File: src/rtl/irq_ack_pkg.sv
package irq_ack_pkg;
  localparam int unsigned PRIO_W = 4;
  localparam int unsigned VEC_W  = 8;
  localparam int unsigned NCPU   = 2;

  typedef logic [PRIO_W-1:0] prio_t;
  typedef logic [VEC_W-1:0]  vec_t;

  // packed MSB first: dest, mask, edge sense, priority, vector
  typedef struct packed {
    logic [NCPU-1:0] dest;
    logic            mask;
    logic            edge_sense;
    prio_t           prio;
    vec_t            vec;
  } src_cfg_t;

  localparam int unsigned CFG_W  = $bits(src_cfg_t);
  localparam int unsigned DATA_W = CFG_W;

  typedef enum logic [1:0] {
    RGN_SRC  = 2'd0,
    RGN_GLB  = 2'd1,
    RGN_TASK = 2'd2,
    RGN_EOI  = 2'd3
  } rgn_e;
endpackage

File: src/rtl/irq_src_slot.sv
module irq_src_slot
  import irq_ack_pkg::*;
(
  input  logic     clk,
  input  logic     rst_n,
  input  logic     src_i,
  input  logic     cfg_we_i,
  input  src_cfg_t cfg_wdata_i,
  input  logic     clr_i,
  output src_cfg_t cfg_o,
  output logic     pend_o,
  output logic     samp_o
);
  src_cfg_t cfg_q, cfg_d;
  logic     samp_q, prev_q;
  logic     epend_q, epend_d;
  logic     rise;

  assign rise = samp_q & ~prev_q;

  always_comb begin
    cfg_d = cfg_q;
    if (cfg_we_i) cfg_d = cfg_wdata_i;
  end

  always_comb begin
    epend_d = epend_q;
    if (!cfg_q.edge_sense) epend_d = 1'b0;
    else if (rise)         epend_d = 1'b1;
    else if (clr_i)        epend_d = 1'b0;
  end

  always_ff @(posedge clk or negedge rst_n) begin
    if (!rst_n) begin
      cfg_q   <= '{dest: '0, mask: 1'b1, edge_sense: 1'b0, prio: '0, vec: '0};
      samp_q  <= 1'b0;
      prev_q  <= 1'b0;
      epend_q <= 1'b0;
    end else begin
      cfg_q   <= cfg_d;
      samp_q  <= src_i;
      prev_q  <= samp_q;
      epend_q <= epend_d;
    end
  end

  assign cfg_o  = cfg_q;
  assign samp_o = samp_q;
  assign pend_o = cfg_q.edge_sense ? epend_q : samp_q;


  edge_clear_chk: assert property (@(posedge clk) disable iff (!rst_n)
    (cfg_q.edge_sense && !cfg_we_i && clr_i && !rise) |=> !pend_o);
endmodule

File: src/rtl/irq_arbiter.sv
module irq_arbiter
  import irq_ack_pkg::*;
#(
  parameter int unsigned NSRC   = 4,
  parameter int unsigned CPU    = 0,
  localparam int unsigned SIDX_W = (NSRC > 1) ? $clog2(NSRC) : 1
) (
  input  logic [NSRC-1:0]           pend_i,
  input  src_cfg_t [NSRC-1:0]       cfg_i,
  input  prio_t                     thr_i,
  input  logic                      excl0_i,
  output logic                      win_vld_o,
  output logic [SIDX_W-1:0]         win_idx_o,
  output prio_t                     win_prio_o,
  output vec_t                      win_vec_o
);
  logic [NSRC-1:0] elig;

  for (genvar i = 0; i < NSRC; i++) begin : g_elig
    if (i == 0) begin : g_first
      assign elig[i] = pend_i[i] && !cfg_i[i].mask && cfg_i[i].dest[CPU]
                       && (cfg_i[i].prio > thr_i) && !excl0_i;
    end else begin : g_rest
      assign elig[i] = pend_i[i] && !cfg_i[i].mask && cfg_i[i].dest[CPU]
                       && (cfg_i[i].prio > thr_i);
    end
  end

  always_comb begin
    win_vld_o  = 1'b0;
    win_idx_o  = '0;
    win_prio_o = '0;
    win_vec_o  = '0;
    for (int i = 0; i < NSRC; i++) begin
      if (elig[i] && (!win_vld_o || cfg_i[i].prio > win_prio_o)) begin
        win_vld_o  = 1'b1;
        win_idx_o  = SIDX_W'(i);
        win_prio_o = cfg_i[i].prio;
        win_vec_o  = cfg_i[i].vec;
      end
    end
  end
endmodule

File: src/rtl/irq_cpu_port.sv
module irq_cpu_port
  import irq_ack_pkg::*;
#(
  parameter int unsigned CPU = 0
) (
  input  logic  clk,
  input  logic  rst_n,
  input  logic  iack_i,
  input  logic  pt_i,
  input  logic  win_vld_i,
  input  prio_t win_prio_i,
  input  vec_t  win_vec_i,
  input  vec_t  spur_i,
  input  logic  task_we_i,
  input  prio_t task_wdata_i,
  input  logic  eoi_i,
  output logic  irq_o,
  output logic  ack_vld_o,
  output vec_t  ack_vec_o,
  output logic  take_o,
  output prio_t thr_o,
  output prio_t task_o
);
  localparam bit PT_GATE = (CPU == 0);

  logic  int_q, int_d;
  logic  avld_q, avld_d;
  vec_t  avec_q, avec_d;
  logic  isv_q, isv_d;
  prio_t isvp_q, isvp_d;
  prio_t task_q, task_d;
  logic  respond;

  assign respond = iack_i && !(PT_GATE && pt_i && !int_q);
  assign take_o  = respond && win_vld_i;
  assign thr_o   = (isv_q && (isvp_q > task_q)) ? isvp_q : task_q;

  always_comb begin
    int_d  = respond ? 1'b0 : win_vld_i;
    avld_d = respond;
    avec_d = avec_q;
    if (respond) avec_d = win_vld_i ? win_vec_i : spur_i;
    isv_d  = isv_q;
    isvp_d = isvp_q;
    if (take_o) begin
      isv_d  = 1'b1;
      isvp_d = win_prio_i;
    end else if (eoi_i) begin
      isv_d  = 1'b0;
    end
    task_d = task_q;
    if (task_we_i) task_d = task_wdata_i;
  end

  always_ff @(posedge clk or negedge rst_n) begin
    if (!rst_n) begin
      int_q  <= 1'b0;
      avld_q <= 1'b0;
      avec_q <= '0;
      isv_q  <= 1'b0;
      isvp_q <= '0;
      task_q <= '0;
    end else begin
      int_q  <= int_d;
      avld_q <= avld_d;
      avec_q <= avec_d;
      isv_q  <= isv_d;
      isvp_q <= isvp_d;
      task_q <= task_d;
    end
  end

  assign irq_o     = int_q;
  assign ack_vld_o = avld_q;
  assign ack_vec_o = avec_q;
  assign task_o    = task_q;


  ack_follows_pulse_chk: assert property (@(posedge clk) disable iff (!rst_n)
    ack_vld_o |-> $past(iack_i));

  int_drop_after_ack_chk: assert property (@(posedge clk) disable iff (!rst_n)
    (iack_i && int_q) |=> !irq_o);

  eoi_clears_isv_chk: assert property (@(posedge clk) disable iff (!rst_n)
    (eoi_i && !take_o) |=> !isv_q);

  pt_ack_silent_chk: assert property (@(posedge clk) disable iff (!rst_n)
    (PT_GATE && pt_i && iack_i && !int_q) |=> !ack_vld_o);
endmodule

File: src/rtl/irq_ack_ctrl.sv
module irq_ack_ctrl
  import irq_ack_pkg::*;
#(
  parameter int unsigned NSRC     = 4,
  parameter int unsigned ADDR_W   = 6,
  parameter vec_t        SPUR_RST = '1
) (
  input  logic                    clk,
  input  logic                    rst_n,
  input  logic [NSRC-1:0]         src_i,
  input  logic                    wr_en,
  input  logic [ADDR_W-1:0]       wr_addr,
  input  logic [DATA_W-1:0]       wr_data,
  input  logic [ADDR_W-1:0]       rd_addr,
  output logic [DATA_W-1:0]       rd_data,
  output logic [NCPU-1:0]         int_o,
  input  logic [NCPU-1:0]         iack_i,
  output logic [NCPU-1:0]         ack_vld_o,
  output logic [NCPU*VEC_W-1:0]   ack_vec_o
);
  localparam int unsigned IDX_W  = ADDR_W - 2;
  localparam int unsigned SIDX_W = (NSRC > 1) ? $clog2(NSRC) : 1;

  // reset: asserted asynchronously, released after two clock edges
  logic [1:0] rst_pipe_q;
  logic       rst_ns;
  always_ff @(posedge clk or negedge rst_n) begin
    if (!rst_n) rst_pipe_q <= '0;
    else        rst_pipe_q <= {rst_pipe_q[0], 1'b1};
  end
  assign rst_ns = rst_pipe_q[1];

  rgn_e              wr_rgn, rd_rgn;
  logic [IDX_W-1:0]  wr_idx, rd_idx;
  assign wr_rgn = rgn_e'(wr_addr[ADDR_W-1 -: 2]);
  assign rd_rgn = rgn_e'(rd_addr[ADDR_W-1 -: 2]);
  assign wr_idx = wr_addr[IDX_W-1:0];
  assign rd_idx = rd_addr[IDX_W-1:0];

  // global registers
  vec_t spur_q, spur_d;
  logic pt_q, pt_d;

  always_comb begin
    spur_d = spur_q;
    pt_d   = pt_q;
    if (wr_en && wr_rgn == RGN_GLB) begin
      if (wr_idx == IDX_W'(0)) spur_d = wr_data[VEC_W-1:0];
      if (wr_idx == IDX_W'(1)) pt_d   = wr_data[0];
    end
  end

  always_ff @(posedge clk or negedge rst_ns) begin
    if (!rst_ns) begin
      spur_q <= SPUR_RST;
      pt_q   <= 1'b1;
    end else begin
      spur_q <= spur_d;
      pt_q   <= pt_d;
    end
  end

  // per-processor winner signals
  logic [NCPU-1:0]    win_vld, take, cpu_irq;
  logic [SIDX_W-1:0]  win_idx  [NCPU];
  prio_t              win_prio [NCPU];
  vec_t               win_vec  [NCPU];
  prio_t              thr      [NCPU];
  prio_t              task_pr  [NCPU];

  // sources
  src_cfg_t [NSRC-1:0] cfg_all;
  logic [NSRC-1:0]     pend, samp;

  for (genvar i = 0; i < NSRC; i++) begin : g_src
    logic [NCPU-1:0] hit;
    for (genvar c = 0; c < NCPU; c++) begin : g_hit
      assign hit[c] = take[c] && (win_idx[c] == SIDX_W'(i));
    end
    irq_src_slot u_slot (
      .clk         (clk),
      .rst_n       (rst_ns),
      .src_i       (src_i[i]),
      .cfg_we_i    (wr_en && wr_rgn == RGN_SRC && wr_idx == IDX_W'(i)),
      .cfg_wdata_i (src_cfg_t'(wr_data)),
      .clr_i       (|hit),
      .cfg_o       (cfg_all[i]),
      .pend_o      (pend[i]),
      .samp_o      (samp[i])
    );
  end

  // processors
  for (genvar c = 0; c < NCPU; c++) begin : g_cpu
    irq_arbiter #(.NSRC(NSRC), .CPU(c)) u_arb (
      .pend_i     (pend),
      .cfg_i      (cfg_all),
      .thr_i      (thr[c]),
      .excl0_i    (pt_q),
      .win_vld_o  (win_vld[c]),
      .win_idx_o  (win_idx[c]),
      .win_prio_o (win_prio[c]),
      .win_vec_o  (win_vec[c])
    );
    irq_cpu_port #(.CPU(c)) u_port (
      .clk          (clk),
      .rst_n        (rst_ns),
      .iack_i       (iack_i[c]),
      .pt_i         (pt_q),
      .win_vld_i    (win_vld[c]),
      .win_prio_i   (win_prio[c]),
      .win_vec_i    (win_vec[c]),
      .spur_i       (spur_q),
      .task_we_i    (wr_en && wr_rgn == RGN_TASK && wr_idx == IDX_W'(c)),
      .task_wdata_i (wr_data[PRIO_W-1:0]),
      .eoi_i        (wr_en && wr_rgn == RGN_EOI && wr_idx == IDX_W'(c)),
      .irq_o        (cpu_irq[c]),
      .ack_vld_o    (ack_vld_o[c]),
      .ack_vec_o    (ack_vec_o[c*VEC_W +: VEC_W]),
      .take_o       (take[c]),
      .thr_o        (thr[c]),
      .task_o       (task_pr[c])
    );
    if (c == 0) begin : g_pt
      assign int_o[c] = cpu_irq[c] | (pt_q & samp[0]);
    end else begin : g_norm
      assign int_o[c] = cpu_irq[c];
    end
  end

  // read port
  always_comb begin
    rd_data = '0;
    unique case (rd_rgn)
      RGN_SRC: begin
        for (int i = 0; i < NSRC; i++)
          if (rd_idx == IDX_W'(i)) rd_data = cfg_all[i];
      end
      RGN_GLB: begin
        if (rd_idx == IDX_W'(0)) rd_data = DATA_W'(spur_q);
        if (rd_idx == IDX_W'(1)) rd_data = DATA_W'(pt_q);
      end
      RGN_TASK: begin
        for (int c = 0; c < NCPU; c++)
          if (rd_idx == IDX_W'(c)) rd_data = DATA_W'(task_pr[c]);
      end
      default: rd_data = '0;
    endcase
  end


  pt_route_chk: assert property (@(posedge clk) disable iff (!rst_ns)
    (pt_q && $past(rst_ns) && $past(src_i[0])) |-> int_o[0]);

  pt_no_arb_chk: assert property (@(posedge clk) disable iff (!rst_ns)
    (pt_q && take[1]) |-> (win_idx[1] != '0));
endmodule

File: config.mk
export PLATFORM = sky130hd
export DESIGN_NAME = irq_ack_ctrl
export DESIGN_NICKNAME = d
export VERILOG_FILES = /design/src/rtl/irq_ack_pkg.sv /design/src/rtl/irq_src_slot.sv /design/src/rtl/irq_arbiter.sv /design/src/rtl/irq_cpu_port.sv /design/src/rtl/irq_ack_ctrl.sv
export SDC_FILE = /design/constraint.sdc
export NUM_CORES = 1
export LEC_CHECK = 0
export BUFFER_PORTS_ARGS = -buffer_cell sky130_fd_sc_hd__buf_2
export CAP_MARGIN = 20
export CORE_MARGIN = 2
export CORE_UTILIZATION = 45
export DETAILED_ROUTE_END_ITERATION = 8
export PLACE_DENSITY_LB_ADDON = 0.25
export SYNTH_ARGS = -nofsm -noshare
export SYNTH_HDL_FRONTEND = slang
export SYNTH_SLANG_ARGS = --single-unit
File: constraint.sdc
create_clock -name clk -period 4.8 [get_ports clk]
set_input_delay 0 -clock clk [delete_from_list [all_inputs] [get_ports clk]]
set_output_delay 0 -clock clk [all_outputs]
set_load 0.03 [all_outputs]
After elaboration in Yosys (flattened, before gate mapping)

Index checks and enable logic that the tools add are counted.

Bits in registers: 125
Output and inout bits: 36
Word-level logic and storage cells: 246

$lt $le $gt $ge: 16
Equality and inequality tests: 21
Mux-type cells: 65
Bitwise logic cells: 10
Reductions and logical operators: 87

Operators by type and width:

| kind                 | count |
|---|---|
| $mux W16             | 6 |
| $mux W8              | 11 |
| $gt A4 B4 Y1         | 16 |
| $logic_and A1 B1 Y1  | 54 |
| $pmux W16 S3         | 1 |
| $mux W4              | 11 |
| $mux W1              | 32 |
| $eq A4 B2 Y1 const B | 4 |
| $eq A2 B2 Y1 const B | 7 |
| $logic_not A1 Y1     | 13 |
| $ne A3 B2 Y1 const B | 4 |
| $eq A2 B1 Y1 const B | 4 |
| $eq A4 B1 Y1 const B | 2 |
| $logic_not A2 Y1     | 4 |
| $logic_not A4 Y1     | 2 |
| $mux W2              | 4 |
| $reduce_or A2 Y1     | 4 |
| $logic_or A1 B1 Y1   | 6 |
| $and A1 B1 Y1        | 5 |
| $not A1 Y1           | 4 |
| $reduce_and A2 Y1    | 2 |
| $reduce_bool A2 Y1   | 2 |
| $or A1 B1 Y1         | 1 |

Depth between registers and ports, before layout

Gate-level depths: netlist of run 1.

Depth in word-level cells: 25
Mapped depth: 45

Modules after synthesis

From an unflattened synthesis of run 1, not the netlist that was laid out.

Cells, all modules: 845
Area, all modules: 9,061.2 µm²

By module, submodules not included:

| module                          | instances | cells each | area each (µm²) | seq. area each (µm²) |
|---|---|---|---|---|
| irq_src_slot                    | 4         | 41         | 757.0           | 476.7 |
| irq_arbiter at g_cpu[1].u_arb   | 1         | 193        | 1,451.4         | 0.0 |
| irq_arbiter at g_cpu[0].u_arb   | 1         | 181        | 1,425.1         | 0.0 |
| irq_ack_ctrl                    | 1         | 144        | 1,303.8         | 286.5 |
| irq_cpu_port at g_cpu[0].u_port | 1         | 82         | 939.7           | 475.5 |
| irq_cpu_port at g_cpu[1].u_port | 1         | 81         | 913.4           | 475.5 |

Worst setup path after synthesis of run 1

OpenSTA, ideal clock, no wires.

Path type: register to register
From: register g_cpu[0].u_port.task_q[1]
To: register g_cpu[0].u_port.avec_q[1]
Setup time: 101 ps
Arrival time: 7,199 ps
Required time: 4,699 ps
Setup slack: -2,500 ps
Cell stages (with the launch flop): 44
Period minus slack after synthesis: 7,300 ps
Cell sequence: dfrtp_1 inv_1 ha_1 nor2b_4 o211ai_4 a21oi_4 mux2_2 ha_1 nand2_1 o221a_2 o2111ai_1 nand2_1 and2_1 buf_6 nand2_1 ha_1 nor2b_1 o21ai_0 (+8 left out) nor2b_1 o21ai_0 nand2b_1 a21oi_1 a41oi_1 o21ai_2 buf_2 mux2i_1 ha_1 nor2b_1 o21ai_0 nand2b_1 a21oi_1 a41o_1 nor3_1 a31oi_1 nand2_1 o32ai_1

Cells in the longest elaborated chain, start to end: 20
Elaborated cells between the ends (all ways): 36
Classes of those cells: order compare: 8; mux: 13; reduce/logical: 15

Ends and longest elaborated chain:

| element                                          | RTL line           | source |
|---|---|---|
| start, declared                                  | irq_cpu_port.sv:31 | `prio_t task_q, task_d;` |
| start signal, assigned                           | irq_cpu_port.sv:69 | `task_q <= task_d;` |
| $gt A4 B4 Y1                                     | irq_cpu_port.sv:36 | `assign thr_o = (isv_q && (isvp_q > task_q)) ? isvp_q : task_q;` |
| $logic_and A1 B1 Y1                              | irq_cpu_port.sv:36 |  |
| $mux W4 *                                        | irq_cpu_port.sv:36 |  |
| $gt A4 B4 Y1                                     | irq_arbiter.sv:22  | `&& (cfg_i[i].prio > thr_i) && !excl0_i;` |
| $logic_and A1 B1 Y1 (2 in series)                | irq_arbiter.sv:22  |  |
| $mux W4 or $mux W1 (tied branches)               | irq_arbiter.sv:35  | `if (elig[i] && (!win_vld_o \|\| cfg_i[i].prio > win_prio_o)) begin` |
| $gt A4 B4 Y1 or $logic_not A1 Y1 (tied branches) | irq_arbiter.sv:35  |  |
| $logic_or A1 B1 Y1                               | irq_arbiter.sv:35  |  |
| (+3 left out)                                    | -                  |  |
| $logic_or A1 B1 Y1                               | irq_arbiter.sv:35  |  |
| $logic_and A1 B1 Y1                              | irq_arbiter.sv:35  |  |
| $mux W4 or $mux W1 (tied branches)               | irq_arbiter.sv:35  |  |
| $gt A4 B4 Y1 or $logic_not A1 Y1 (tied branches) | irq_arbiter.sv:35  |  |
| $logic_or A1 B1 Y1                               | irq_arbiter.sv:35  |  |
| $logic_and A1 B1 Y1                              | irq_arbiter.sv:35  |  |
| $mux W8 or $mux W1 (tied branches)               | irq_arbiter.sv:35  |  |
| $mux W8 *                                        | irq_cpu_port.sv:42 | `if (respond) avec_d = win_vld_i ? win_vec_i : spur_i;` |
| end signal, assigned                             | irq_cpu_port.sv:66 | `avec_q <= avec_d;` |
| end, declared                                    | irq_cpu_port.sv:28 | `vec_t avec_q, avec_d;` |

Every way passes the cells marked *; elsewhere a longest branch is shown, timed or not.
A chain may end at the register's enable or synchronous reset.

Worst setup path in the final report of run 1

From: register g_cpu[0].u_port.task_q[1]
To: register g_cpu[0].u_port.avec_q[2]

The elaborated chain is that of the path after synthesis.

==> results of run 1 <==
-- routing by layer --
metal  vias up  routed length (um)  GRT usage
li1       3562                   -          -
met1      3809               12070     0.3908
met2       343               12840     0.4510
met3        64                2146    0.05061
met4         0                 747     0.1005
met5         -                   0          0
-- power groups by stage --
stage	registers [mW]	logic, mW	clock network (mW)
global placement	1.40	1.11	0
CTS	1.39	1.21	1.36
global route	1.42	1.39	1.41
detailed placement	1.40	1.13	0
floorplan	1.44	0.638	0
finish	1.40	1.30	1.34
-- synthesized netlist by cell type (15+ instances only) --
cell        n
a21oi_1    49
a31oi_1    15
and2_1     15
clkbuf_1   22
dfrtp_1   112
ha_1       48
inv_1      39
mux2_2     75
mux2i_1    55
nand2_1    63
nand2b_1   15
nand3_1    15
nor2_1     39
o21ai_0    44
o22ai_1    17
-- per-stage QoR --
step	hold WS (ns)	instance area, um^2	power, mW	utilization	setup TNS (ns)
6_report	0.02788	11630	4.040	0.6410	-50.51
5_1_grt	0.06165	11630	4.218	0.6410	-58.46
4_1_cts	0.002053	11340	3.967	0.6251	-45.51
3_5_place_dp	-0.2143	10030	2.530	0.5530	-52.99
3_3_place_gp	-0.2150	10030	2.510	0.5530	-50.13
2_1_floorplan	-0.2956	8569	2.082	-	-50.99
-- area by class of cell --
cell class,count,area (um^2),area share
multi-input cells,626,5518,0.4743
flip-flops and latches,125,3148,0.2706
repair buffers,263,1918,0.1649
clock buffers,19,442.9,0.03808
well taps,229,286.5,0.02463
clock inverters,13,165.2,0.01420
inverters,41,153.9,0.01323
-- critical path, delay by kind of cell, from the launching register on --
family,cells,cell delay [ns]
mux,2,0.63
simple gates,12,1.24
fa+ha+maj,5,1.13
compound gates,19,2.56
buf+inv,6,0.72
flops,1,0.36
-- what timing repair did --
item                                    CTS  global route
endpoints found under the setup margin   28            28
cloned                                    1             0
hold endpoints to repair                 91             0
gates resized for setup                  64            32
pin swaps                                29            24
hold buffers                             26             0
buffers inserted                         14            12
-- sequential cells by signal, indices dropped and copies added (netlist names) --
name and flops:
g_cpu.u_port.task_o 8, g_cpu.u_port.isvp_q 8, g_cpu.u_port.isv_q 2, g_cpu.u_port.ack_vld_o 2
g_src.u_slot.samp_o 4, rst_pipe_q 2, g_cpu.u_port.irq_o 2, g_src.u_slot.prev_q 4
pt_q 1, spur_q 8, g_cpu.u_port.ack_vec_o 16, g_src.u_slot.cfg_o 64
g_src.u_slot.epend_q 4
-- cells by family after synthesis --
kind of cell | after synthesis
XOR/XNOR | 14
flip-flops | 125
AND/OR/NAND/NOR | 206
other | 1
adder cells (fa/ha/maj) | 53
buffers and inverters | 83
multiplexers | 134
AO/OA/AOI/OAI | 218
-- placed cells by master (no fill, tap or decap), types with 19 or more instances in the layout --
cell type and count:
buf_4 154, dfrtp_1 111, buf_2 72, mux2_2 70
nand2_1 58, mux2i_1 52, nor2_1 37, inv_1 37
o21ai_0 36, a21oi_1 31, ha_1 30, dlygate4sd3_1 26
a21oi_2 19
-- final timing paths --
| path | cells after the start | startpoint | endpoint | slack [ns] |
|---|---|---|---|---|
| setup / recovery | 44 | g_cpu[0].u_port.task_o[1]$_DFFE_PN0P_ | g_cpu[0].u_port.ack_vec_o[2]$_DFFE_PN0P_ | -1.93 |
| hold / removal | 4 | wr_addr[0] | g_cpu[1].u_port.isv_q$_DFFE_PN0P_ | 0.03 |
| setup reg to reg | 44 | g_cpu[0].u_port.task_o[1]$_DFFE_PN0P_ | g_cpu[0].u_port.ack_vec_o[2]$_DFFE_PN0P_ | -1.93 |
| hold reg to reg | 0 | rst_pipe_q[1]$_DFF_PN0_ | g_src[1].u_slot.cfg_o[6]$_DFFE_PN0P_ | 0.25 |
| max in group asynchronous | 1 | rst_pipe_q[1]$_DFF_PN0_ | g_cpu[0].u_port.isvp_q[0]$_DFFE_PN0P_ | 3.55 |
| min in group asynchronous | 0 | rst_pipe_q[1]$_DFF_PN0_ | g_src[1].u_slot.cfg_o[6]$_DFFE_PN0P_ | 0.25 |
==> impl_metrics.toml, run 1 <==
[status]
outcome = "finished, violations left"
violations = "negative setup slack"

[floorplanning]
chipHeight_um = 140.6
rows = 49
start_util = 0.4626
core_area_mm2 = 0.01815
die-area_mm2 = 0.01977
boundaryPins = 73
die_x_um = 140.6

[global_route]
grt.total_usage = 0.2831
grt_pass1_wl_um = 42860
grt_pass1_vias = 7770
grt_remaining_overflow = 0
grt_max_degree = 52
antenna_found_initial = 0

[power]
p_per_area_mw_per_mm2 = 347.3
p_leak_nw = 5.260
p_switching_mw = 1.371
combPwrFrac = 0.321
intPower_mw = 2.669
pwr-share-clk = 0.333
seqPwrFrac = 0.347
ir_worst_vdd_mv = 0.2724
p_sw_frac = 0.3393

[final_layout]
diodes = 0
final_nets = 1159
drive_above_1_share = 0.4508
fin_cells = 1316
areaGrowthSynthToFinish_pct = 38.55
nFillCells = 1434

[synth]
synth_seq_cells = 125
synthXorXnorAreaFrac = 0.01550
yosys.area.top_type = "dfrtp_1"
synth_top_area_frac = 0.3338
synthArstFlopShare = 1.000
synth_edf_count = 0
ys_seq_area_frac = 0.3745
synth.area.mux_share = 0.1751
synthesis.nets = 919
synth_top_family_by_area = "compound AO/OA/AOI/OAI gates"
yosys-top-cells-area = "dfrtp_1, mux2_2, ha_1"
synthAdderAreaFrac = 0.07779
avgSynthCellArea_um2 = 10.07
synth_warnings = 0
synth_compound_area_frac = 0.1863
synth_cell_types = 86
synth_ff_type = "dfrtp_1"
syn_inst = 834
synth_simple_gate_area_frac = 0.1265
syn_area_mm2 = 0.008396

[clock_tree]
cts_tree = "yes"
path_clk_slew_ns = 0.06
clk_path_buf_depth = 2
cts_buffers = 17
htree_levels = 4
root_buffer = "clkbuf_16"
insertion_delay_ns = 0.43
clock-sinks = 125

[min_path]
hp-class = "input pin to flip-flop"

[sta]
layout_setup_ws_ns = -1.933
tightest_slew_ns = 0.8999
finalSetupViolations = 28
fin_crit_ns = 6.733
period_share = 1.403
skew_ns = 0.01397
drv_slew = 0
relSlewSlack = 0.4000
hold_violations = 0
fmax_mhz = 148.5
rsz0062_at_grt = "true"

[job]
drv_cap = 0

[placement]
place.gp.congestion = 0.9354
placedCellCount = 1231
post-place-ws_ns = -2.025
hpwlAfterDp_um = 19170
portBuffers = 72

[worst_setup_path]
critPathCaptureType = "flip-flop"
crit_type = "flip-flop to flip-flop"
crit_fanout = 12
worstPathRequired_ns = 5.14
slowest_delay_ns = 0.36
cp_slowest_cell = "dfrtp_1"
arrival_ns = 7.08
cp-start-kind = "flip-flop"
crit_top_cell = "ha_4"

[routing]
post_drt_wl_per_cell_um = 21.12
ant_nets = 0
drc = 0
num_vias = 7778
drt_iter0_drc = 656
dr.pass1.iters = 8
wirelength_um = 27800
vias_per_cell = 5.910
(Power assumes the default switching activity.)
==> run 2, diff against run 1 <==
ABC_CLOCK_PERIOD_IN_PS = 4800   (was unset)
RECOVER_POWER = 50   (was unset)
==> impl_metrics.toml, run 2 (same netlist as run 1, synthesis figures left out) <==
[worst_setup_path]
crit_type = "flip-flop to flip-flop"
cp_slowest_cell = "dfrtp_1"
worstPathRequired_ns = 5.15
critPathTopFamily = "compound AO/OA/AOI/OAI gates"
slowest_delay_ns = 0.36
arrival_ns = 7.05
crit_top_cell = "ha_4"
critPathCaptureType = "flip-flop"
cp-start-kind = "flip-flop"
crit_fanout = 12
path_buf_inv = 6

[clock_tree]
cts_buffers = 17
root_buffer = "clkbuf_16"
insertion_delay_ns = 0.43
clk_path_buf_depth = 2
htree_levels = 4
path_clk_slew_ns = 0.06
cts_tree = "yes"
clock-sinks = 125

[routing]
vias_per_cell = 5.899
drc = 0
wirelength_um = 27670
highest_layer = "met4"
drt_iter0_drc = 593
ant_nets = 0
post_drt_wl_per_cell_um = 21.03
m1WireLength_um = 12160
num_vias = 7763
dr.pass1.iters = 5
wl_met2_um = 12800
route.met3.wl_um = 2020

[power]
p_leak_nw = 5.178
ir_worst_vdd_mv = 0.2720
power_mw = 4.026
p_per_area_mw_per_mm2 = 347.5

[sta]
relSlewSlack = -0.8040
period_share = 1.397
hold_violations = 0
fmax_mhz = 149.1
drv_slew = 99
layout_setup_ws_ns = -1.907
skew_ns = 0.01230
final.setup.tns_ns = -50.50
finalSetupViolations = 28
fin_crit_ns = 6.707
rsz0062_at_grt = "true"
tightest_slew_ns = 2.706
whs_ns = 0.03921

[status]
outcome = "finished, violations left"
violations = "max-capacitance violations, max-slew violations, negative setup slack"

[placement]
place.gp.congestion = 0.9354
hpwlAfterDp_um = 19170
placedCellCount = 1231
place_area_mm2 = 0.01003
portBuffers = 72

[final_layout]
final_cell_mix = "buf_4, dfrtp_1, mux2_2"
areaGrowthSynthToFinish_pct = 38.00
final_nets = 1159
diodes = 0
fin_cells = 1316
finalInstanceArea_mm2 = 0.01159
drive_above_1_share = 0.4259
layout_commonest_cell = "buf_4"
largest_reg_flops = 64
nFillCells = 1448

[floorplanning]
core_area_mm2 = 0.01815
start_util = 0.4626
boundaryPins = 73
die_x_um = 140.6
rows = 49
chipHeight_um = 140.6
die-area_mm2 = 0.01977

[global_route]
grt_pass1_wl_um = 42860
grt_max_degree = 52
grt_pass1_vias = 7770
grt.total_usage = 0.2831
antenna_found_initial = 0
grt_remaining_overflow = 0

[job]
drv_cap = 2

[min_path]
hp-class = "input pin to flip-flop"
[run 2: metrics by stage]
step	utilization	worst slack, ns
after floorplan	-	-1.944
after global placement	0.5530	-1.946
after detailed placement	0.5530	-2.025
after CTS	0.6251	-1.809
after global routing	0.6384	-2.227
final	0.6384	-1.907
[run 2: worst paths after layout]
check                                                       from                                  endpoint  slack [ns]  cells past startpoint
setup / recovery           g_cpu[0].u_port.task_o[1]$_DFFE_PN0P_  g_cpu[0].u_port.ack_vec_o[2]$_DFFE_PN0P_       -1.91                     44
hold / removal                                        wr_addr[0]         g_cpu[1].u_port.isv_q$_DFFE_PN0P_        0.04                      4
setup reg to reg           g_cpu[0].u_port.task_o[1]$_DFFE_PN0P_  g_cpu[0].u_port.ack_vec_o[2]$_DFFE_PN0P_       -1.91                     44
hold reg to reg                          rst_pipe_q[0]$_DFF_PN0_                   rst_pipe_q[1]$_DFF_PN0_        0.35                      0
max in group asynchronous                rst_pipe_q[1]$_DFF_PN0_     g_cpu[0].u_port.task_o[0]$_DFFE_PN0P_        1.21                      1
min in group asynchronous                                  rst_n                   rst_pipe_q[1]$_DFF_PN0_        0.44                      3
[run 2: timing repair]
| action | 4_1_cts | 5_1_grt |
|---|---|---|
| buffers inserted | 14 | 12 |
| pin swaps | 29 | 24 |
| endpoints found under the setup margin | 28 | 28 |
| cloned | 1 | 0 |
| resized for setup | 64 | 32 |
| hold buffers | 26 | 0 |
| endpoints found under the hold margin | 91 | 0 |
[run 2: final cells by class]
| class | count | area (um^2) | area share |
|---|---|---|---|
| clock buffers | 19 | 442.9 | 0.03823 |
| clock inverters | 13 | 165.2 | 0.01425 |
| inverters | 41 | 153.9 | 0.01328 |
| multi-input cells | 626 | 5518 | 0.4762 |
| flip-flops and latches | 125 | 3144 | 0.2714 |
| well taps | 229 | 286.5 | 0.02473 |
| repair buffers | 263 | 1876 | 0.1619 |
[run 2: layer usage]
metal | vias up | track usage
met1 | 3816 | 0.3908
met2 | 334 | 0.4510
met3 | 50 | 0.05061
met4 | 0 | 0.1005
met5 | - | 0
li1 | 3563 | -
[run 2: power breakdown]
group          leakage [nW]  internal, mW  switching (mW)
logic                  3.34         0.599           0.681
registers              1.56          1.22           0.179
clock network         0.286         0.832           0.511
[run 2: tightest hold or removal path, stage by stage]
cell and delay [ns]:
buf_2 0.13, nand2_1 0.10, o21ai_0 0.12, nand2_1 0.08
